File: src/rtl/mfred_pkg.sv
package mfred_pkg;
  typedef enum logic {
    MODE_MERS = 1'b0,
    MODE_FERM = 1'b1
  } fold_mode_e;

  typedef enum logic [2:0] {
    ST_IDLE   = 3'd0,
    ST_FOLD   = 3'd1,
    ST_REFOLD = 3'd2,
    ST_FIX    = 3'd3,
    ST_DONE   = 3'd4
  } fsm_e;
endpackage

File: src/rtl/mfred_fold_step.sv
module mfred_fold_step #(
  parameter int CHUNK_W = 13,
  parameter int ACC_W   = 19
) (
  input  logic                    clk,
  input  logic                    rst_n,
  input  logic                    chk_en,
  input  logic signed [ACC_W-1:0] base,
  input  logic [CHUNK_W-1:0]      opnd,
  input  logic                    sub,
  output logic signed [ACC_W-1:0] result
);
  localparam int EXT_W = ACC_W + 1;

  logic signed [EXT_W-1:0] base_x;
  logic signed [EXT_W-1:0] opnd_x;
  logic signed [EXT_W-1:0] wide_sum;

  always_comb begin
    base_x   = {base[ACC_W-1], base};
    opnd_x   = {{(EXT_W-CHUNK_W){1'b0}}, opnd};
    wide_sum = sub ? (base_x - opnd_x) : (base_x + opnd_x);
    result   = wide_sum[ACC_W-1:0];
  end

  // the extra guard bit must agree with the accumulator sign bit
  assert_no_overflow_R8: assert property (@(posedge clk) disable iff (!rst_n)
    chk_en |-> (wide_sum[EXT_W-1] == wide_sum[ACC_W-1]));
endmodule

File: src/rtl/mfred_correct.sv
module mfred_correct
  import mfred_pkg::*;
#(
  parameter int CHUNK_W = 13,
  parameter int ACC_W   = 19
) (
  input  logic signed [ACC_W-1:0] acc,
  input  fold_mode_e              mode,
  output logic signed [ACC_W-1:0] acc_next,
  output logic                    in_range
);
  localparam logic signed [ACC_W-1:0] MERS_M = (ACC_W'(1) << CHUNK_W) - ACC_W'(1);
  localparam logic signed [ACC_W-1:0] FERM_M = (ACC_W'(1) << CHUNK_W) + ACC_W'(1);

  logic signed [ACC_W-1:0] modulus;
  logic                    is_neg;
  logic                    too_big;

  always_comb begin
    modulus  = (mode == MODE_FERM) ? FERM_M : MERS_M;
    is_neg   = acc[ACC_W-1];
    too_big  = !is_neg && (acc >= modulus);
    in_range = !is_neg && !too_big;
    if (is_neg)       acc_next = acc + modulus;
    else if (too_big) acc_next = acc - modulus;
    else              acc_next = acc;
  end
endmodule

File: src/rtl/mfred_top.sv
module mfred_top
  import mfred_pkg::*;
#(
  parameter int CHUNK_W = 13,
  parameter int DIV_W   = 64
) (
  input  logic               clk,
  input  logic               rst_n,
  input  logic               in_valid,
  output logic               in_ready,
  input  logic [DIV_W-1:0]   in_dividend,
  input  logic               in_mode,
  output logic               out_valid,
  output logic [CHUNK_W:0]   out_residue
);
  localparam int CHUNKS = (DIV_W + CHUNK_W - 1) / CHUNK_W;
  localparam int PAD_W  = CHUNKS * CHUNK_W;
  localparam int ACC_W  = CHUNK_W + $clog2(CHUNKS) + 2;
  localparam int CNT_W  = $clog2(CHUNKS + 1);
  localparam logic signed [ACC_W-1:0] SPAN = ACC_W'(1) << CHUNK_W;
  localparam logic [CHUNK_W:0] MERS_TOP = {1'b0, {CHUNK_W{1'b1}}};
  localparam logic [CHUNK_W:0] FERM_TOP = {1'b1, {CHUNK_W{1'b0}}};

  fsm_e                    state_q, state_d;
  logic [PAD_W-1:0]        shreg_q, shreg_d;
  logic signed [ACC_W-1:0] acc_q, acc_d;
  logic [CNT_W-1:0]        cnt_q, cnt_d;
  logic                    par_q, par_d;
  fold_mode_e              mode_q, mode_d;
  logic [CHUNK_W:0]        res_q, res_d;
  logic                    work_en, res_en;

  logic                    accept;
  logic signed [ACC_W-1:0] hi_part;
  logic [CHUNK_W-1:0]      lo_part;
  logic                    folded;
  logic signed [ACC_W-1:0] step_base;
  logic [CHUNK_W-1:0]      step_opnd;
  logic                    step_sub;
  logic                    step_chk;
  logic signed [ACC_W-1:0] step_out;
  logic signed [ACC_W-1:0] fix_out;
  logic                    fix_ok;

  assign in_ready    = (state_q == ST_IDLE) || (state_q == ST_DONE);
  assign out_valid   = (state_q == ST_DONE);
  assign out_residue = res_q;
  assign accept      = in_valid && in_ready;

  assign hi_part = acc_q >>> CHUNK_W;
  assign lo_part = acc_q[CHUNK_W-1:0];
  assign folded  = (hi_part == '0) || (hi_part == {ACC_W{1'b1}});

  always_comb begin
    if (state_q == ST_REFOLD) begin
      step_base = (mode_q == MODE_FERM) ? -hi_part : hi_part;
      step_opnd = lo_part;
      step_sub  = 1'b0;
    end else begin
      step_base = acc_q;
      step_opnd = shreg_q[CHUNK_W-1:0];
      step_sub  = (mode_q == MODE_FERM) && par_q;
    end
  end

  assign step_chk = (state_q == ST_FOLD) || ((state_q == ST_REFOLD) && !folded);

  mfred_fold_step #(.CHUNK_W(CHUNK_W), .ACC_W(ACC_W)) fold_i (
    .clk    (clk),
    .rst_n  (rst_n),
    .chk_en (step_chk),
    .base   (step_base),
    .opnd   (step_opnd),
    .sub    (step_sub),
    .result (step_out)
  );

  mfred_correct #(.CHUNK_W(CHUNK_W), .ACC_W(ACC_W)) corr_i (
    .acc      (acc_q),
    .mode     (mode_q),
    .acc_next (fix_out),
    .in_range (fix_ok)
  );

  always_comb begin
    state_d = state_q;
    shreg_d = shreg_q;
    acc_d   = acc_q;
    cnt_d   = cnt_q;
    par_d   = par_q;
    mode_d  = mode_q;
    res_d   = res_q;
    work_en = 1'b0;
    res_en  = 1'b0;
    unique case (state_q)
      ST_IDLE, ST_DONE: begin
        work_en = 1'b1;
        if (accept) begin
          shreg_d = PAD_W'(in_dividend);
          acc_d   = '0;
          cnt_d   = CNT_W'(CHUNKS);
          par_d   = 1'b0;
          mode_d  = fold_mode_e'(in_mode);
          state_d = ST_FOLD;
        end else begin
          state_d = ST_IDLE;
        end
      end
      ST_FOLD: begin
        work_en = 1'b1;
        acc_d   = step_out;
        shreg_d = shreg_q >> CHUNK_W;
        par_d   = !par_q;
        cnt_d   = cnt_q - CNT_W'(1);
        if (cnt_q == CNT_W'(1)) state_d = ST_REFOLD;
      end
      ST_REFOLD: begin
        work_en = 1'b1;
        if (folded) state_d = ST_FIX;
        else        acc_d   = step_out;
      end
      ST_FIX: begin
        work_en = 1'b1;
        if (fix_ok) begin
          res_en  = 1'b1;
          res_d   = acc_q[CHUNK_W:0];
          state_d = ST_DONE;
        end else begin
          acc_d = fix_out;
        end
      end
      default: begin
        work_en = 1'b1;
        state_d = ST_IDLE;
      end
    endcase
  end

  always_ff @(posedge clk or negedge rst_n) begin
    if (!rst_n) begin
      state_q <= ST_IDLE;
    end else begin
      state_q <= state_d;
    end
  end

  always_ff @(posedge clk or negedge rst_n) begin
    if (!rst_n) begin
      shreg_q <= '0;
      acc_q   <= '0;
      cnt_q   <= '0;
      par_q   <= 1'b0;
      mode_q  <= MODE_MERS;
    end else if (work_en) begin
      shreg_q <= shreg_d;
      acc_q   <= acc_d;
      cnt_q   <= cnt_d;
      par_q   <= par_d;
      mode_q  <= mode_d;
    end
  end

  always_ff @(posedge clk or negedge rst_n) begin
    if (!rst_n) begin
      res_q <= '0;
    end else if (res_en) begin
      res_q <= res_d;
    end
  end

  assert_busy_after_accept_R2: assert property (@(posedge clk) disable iff (!rst_n)
    accept |=> !in_ready);

  assert_single_strobe_R3: assert property (@(posedge clk) disable iff (!rst_n)
    out_valid |=> !out_valid);

  // residue below 2^N - 1, so 2^N - 1 itself is never reported
  assert_mers_range_R5: assert property (@(posedge clk) disable iff (!rst_n)
    (out_valid && (mode_q == MODE_MERS)) |-> (out_residue < MERS_TOP));

  assert_ferm_range_R6: assert property (@(posedge clk) disable iff (!rst_n)
    (out_valid && (mode_q == MODE_FERM)) |-> (out_residue <= FERM_TOP));

  assert_fix_window_R7: assert property (@(posedge clk) disable iff (!rst_n)
    (state_q == ST_FIX) |-> ((acc_q >= -SPAN) && (acc_q <= SPAN)));
endmodule

File: config.mk
export PLATFORM = sky130hd
export DESIGN_NAME = mfred_top
export DESIGN_NICKNAME = d
export VERILOG_FILES = /design/src/rtl/mfred_pkg.sv /design/src/rtl/mfred_fold_step.sv /design/src/rtl/mfred_correct.sv /design/src/rtl/mfred_top.sv
export SDC_FILE = /design/constraint.sdc
export NUM_CORES = 1
export LEC_CHECK = 0
export BUFFER_PORTS_ARGS = -buffer_cell sky130_fd_sc_hd__buf_2
export CAP_MARGIN = 20
export CORE_MARGIN = 1.5
export CORE_UTILIZATION = 35
export CTS_BUF_LIST = sky130_fd_sc_hd__clkbuf_2 sky130_fd_sc_hd__clkbuf_4 sky130_fd_sc_hd__clkbuf_8
export CTS_CLUSTER_SIZE = 28
export DETAILED_ROUTE_END_ITERATION = 8
export PLACE_DENSITY = 0.51
export SLEW_MARGIN = 10
export SYNTH_ARGS = -nofsm -noshare
export SYNTH_HDL_FRONTEND = slang
export SYNTH_HIERARCHICAL = 1
export SYNTH_SLANG_ARGS = --single-unit
File: constraint.sdc
create_clock -name clk -period 8.8 [get_ports clk]
set_clock_uncertainty 0.15 [all_clocks]
set_input_delay 0 -clock clk [delete_from_list [all_inputs] [get_ports clk]]
set_output_delay 0 -clock clk [all_outputs]
set_load 0.1 [all_outputs]
==> flow_metrics.env <==
export IMPL_ant_nets=0
export IMPL_diodes=0
export IMPL_drv_cap=0
export IMPL_place_congestion=0.854
export IMPL_drive_above_1_share=0.153
export IMPL_slew_viol_final=0
export IMPL_fin_cells=1481
export IMPL_worstPathArrival_ns=5.65
export IMPL_fin_crit_ns=5.50
export IMPL_h_tree_depth=3
export IMPL_hold_viol_final=0
export IMPL_clk_path_buf_depth=2
export IMPL_tightest_slew_ns=1.04
export IMPL_cts_buffers_inserted=9
export IMPL_critPathMaxStageDelay_ns=0.91
export IMPL_cp_top_family="simple AND/OR/NAND/NOR gates"
export IMPL_max_freq_mhz=182
export IMPL_relSlewSlack=0.305
export IMPL_grt_max_degree=79
export IMPL_setup_violations=0
export IMPL_port_buffers=83
export IMPL_grt_overflow=0
export IMPL_worst_setup_path_start_kind="flip-flop"
export IMPL_ys_warn_count=6
export IMPL_finalCritPeriodShare=0.625
export IMPL_fp_dieArea_um2=25100
export IMPL_wirelength_um=26300
export IMPL_rsz0062_at_grt="false"
export IMPL_drc_errors=0
export IMPL_start_util=0.359
export IMPL_clk_latency_ns=0.40
export IMPL_grt_usage=0.216
export IMPL_crit_chain="or3b_2 > nand2_1 > nand2_1 > nor4_4 > nor4b_4 > a21oi_1 > xnor2_1 > ha_1 > a21o_1 > a21o_1 > a21oi_1 > o21ai_0 > a211oi_2 > xnor2_1 > mux2_2 > a22oi_1 > nor2_1 > mux2_4"
export IMPL_cp_slowest_cell="or3b_2"
export IMPL_syn_to_final_growth_pct=17.5
export IMPL_status="complete, no violations"
export IMPL_io_pins=84
export IMPL_cts_resized=0
export IMPL_via_count=7925
export IMPL_chipWidth_um=158
export IMPL_vias_per_cell=5.35
export IMPL_grt_pass1_wl_um=42200
export IMPL_grt_pass1_vias=7668
export IMPL_synth_avg_cell_area_um2=8.01
export IMPL_antenna_found_initial=0
export IMPL_num_fill_cells=2450
export IMPL_syn_inst=1054
export IMPL_drt_first_pass_iters=5
export IMPL_drtIter0Drc=559
export IMPL_clk_root_buffer_cell="clkbuf_8"
export IMPL_die_h_um=158
export IMPL_end_kind="flip-flop"
export IMPL_critPathBufInv=0
export IMPL_min_path_type="in -> reg"
export IMPL_nNetsFinal=1281
export IMPL_clock_sinks=104
export IMPL_dp_cells=1396
export IMPL_design_core_area_um2=23500
export IMPL_path_max_fanout=38
export IMPL_synth_nets=1178
export IMPL_hpwl_um=18500
export IMPL_critPathKind="reg -> reg"
export IMPL_cts_tree="done"
export IMPL_netlist_area_um2=8450
export IMPL_required_ns=8.94
export IMPL_finalSetupTns_ns=0
export IMPL_cts_clk_slew_worst_paths_ns=0.13
export IMPL_row_count=56
export IMPL_wire_per_inst_um=17.8
state kept, by name (all words and copies together), names as in the netlist:
signal and flops:
shreg_q 64, acc_q 18, out_residue 14, cnt_q 3, state_q 3, mode_q 1, par_q 1
area by class of cell:
class                   count  area [um^2]  area share
inverters                  39          146      0.0148
clock buffers               9          124      0.0125
well taps                 319          399      0.0402
repair buffers            161         1190       0.120
multi-input cells         842         5370       0.542
flip-flops and latches    104         2600       0.262
clock inverters             7         90.1     0.00908
layer usage:
| metal | global-route usage | vias to the layer above | share of wire |
|---|---|---|---|
| met5 | 0 | - | 0 |
| met4 | 0.0374 | 0 | 0.011 |
| met3 | 0.0253 | 18 | 0.037 |
| met2 | 0.358 | 186 | 0.47 |
| met1 | 0.305 | 3806 | 0.48 |
| li1 | - | 3915 | - |
placed cells by master, fill, tap and decap left out, types with 15 or more instances in the layout:
master	n
xnor2_1	30
dfrtp_1	104
dlygate4sd3_1	68
buf_2	82
a22oi_1	19
ha_1	53
nor3_1	15
a31oi_1	59
mux2_2	26
a21oi_1	61
nor2_1	130
nand2_1	209
inv_1	38
o21ai_0	35
what timing repair did:
item / in CTS / in global routing
hold buffers: 69 / 0
setup buffers: 0 / 0
endpoints found under the hold margin: 98 / 0
worst min-delay path, cell delays in order:
cell	delay (ns)
dlygate4sd3_1	0.54
buf_2	0.12
nand2_1	0.04
a21oi_1	0.05
stage by stage:
step	worst slack, ns	instance area (um^2)	utilization	hold slack, ns
finish	3.30	9920	0.421	0.227
global route	2.88	9920	0.421	0.218
CTS	3.33	9920	0.421	0.197
detailed placement	3.35	9010	0.383	-0.151
global placement	3.43	9010	0.383	-0.155
floorplan	4.10	8450	-	-0.446
path summary, 6_finish.rpt:
kind / slack (ns) / start / cells after the start / endpoint
setup / recovery: 3.30 / state_q[2]$_DFFE_PN0P_ / 18 / acc_q[16]$_DFFE_PN0P_
max in group asynchronous: 6.98 / rst_n / 4 / shreg_q[5]$_DFFE_PN0P_
setup reg to reg: 3.30 / state_q[2]$_DFFE_PN0P_ / 18 / acc_q[16]$_DFFE_PN0P_
hold / removal: 0.23 / in_dividend[63] / 4 / shreg_q[63]$_DFFE_PN0P_
hold reg to reg: 0.35 / cnt_q[1]$_DFFE_PN0P_ / 2 / cnt_q[1]$_DFFE_PN0P_
min in group asynchronous: 0.55 / rst_n / 4 / out_residue[6]$_DFFE_PN0P_
Power is left out: the tool's default activity adds up to more than one toggle a clock period on the data nets, which glitch-free logic cannot reach.
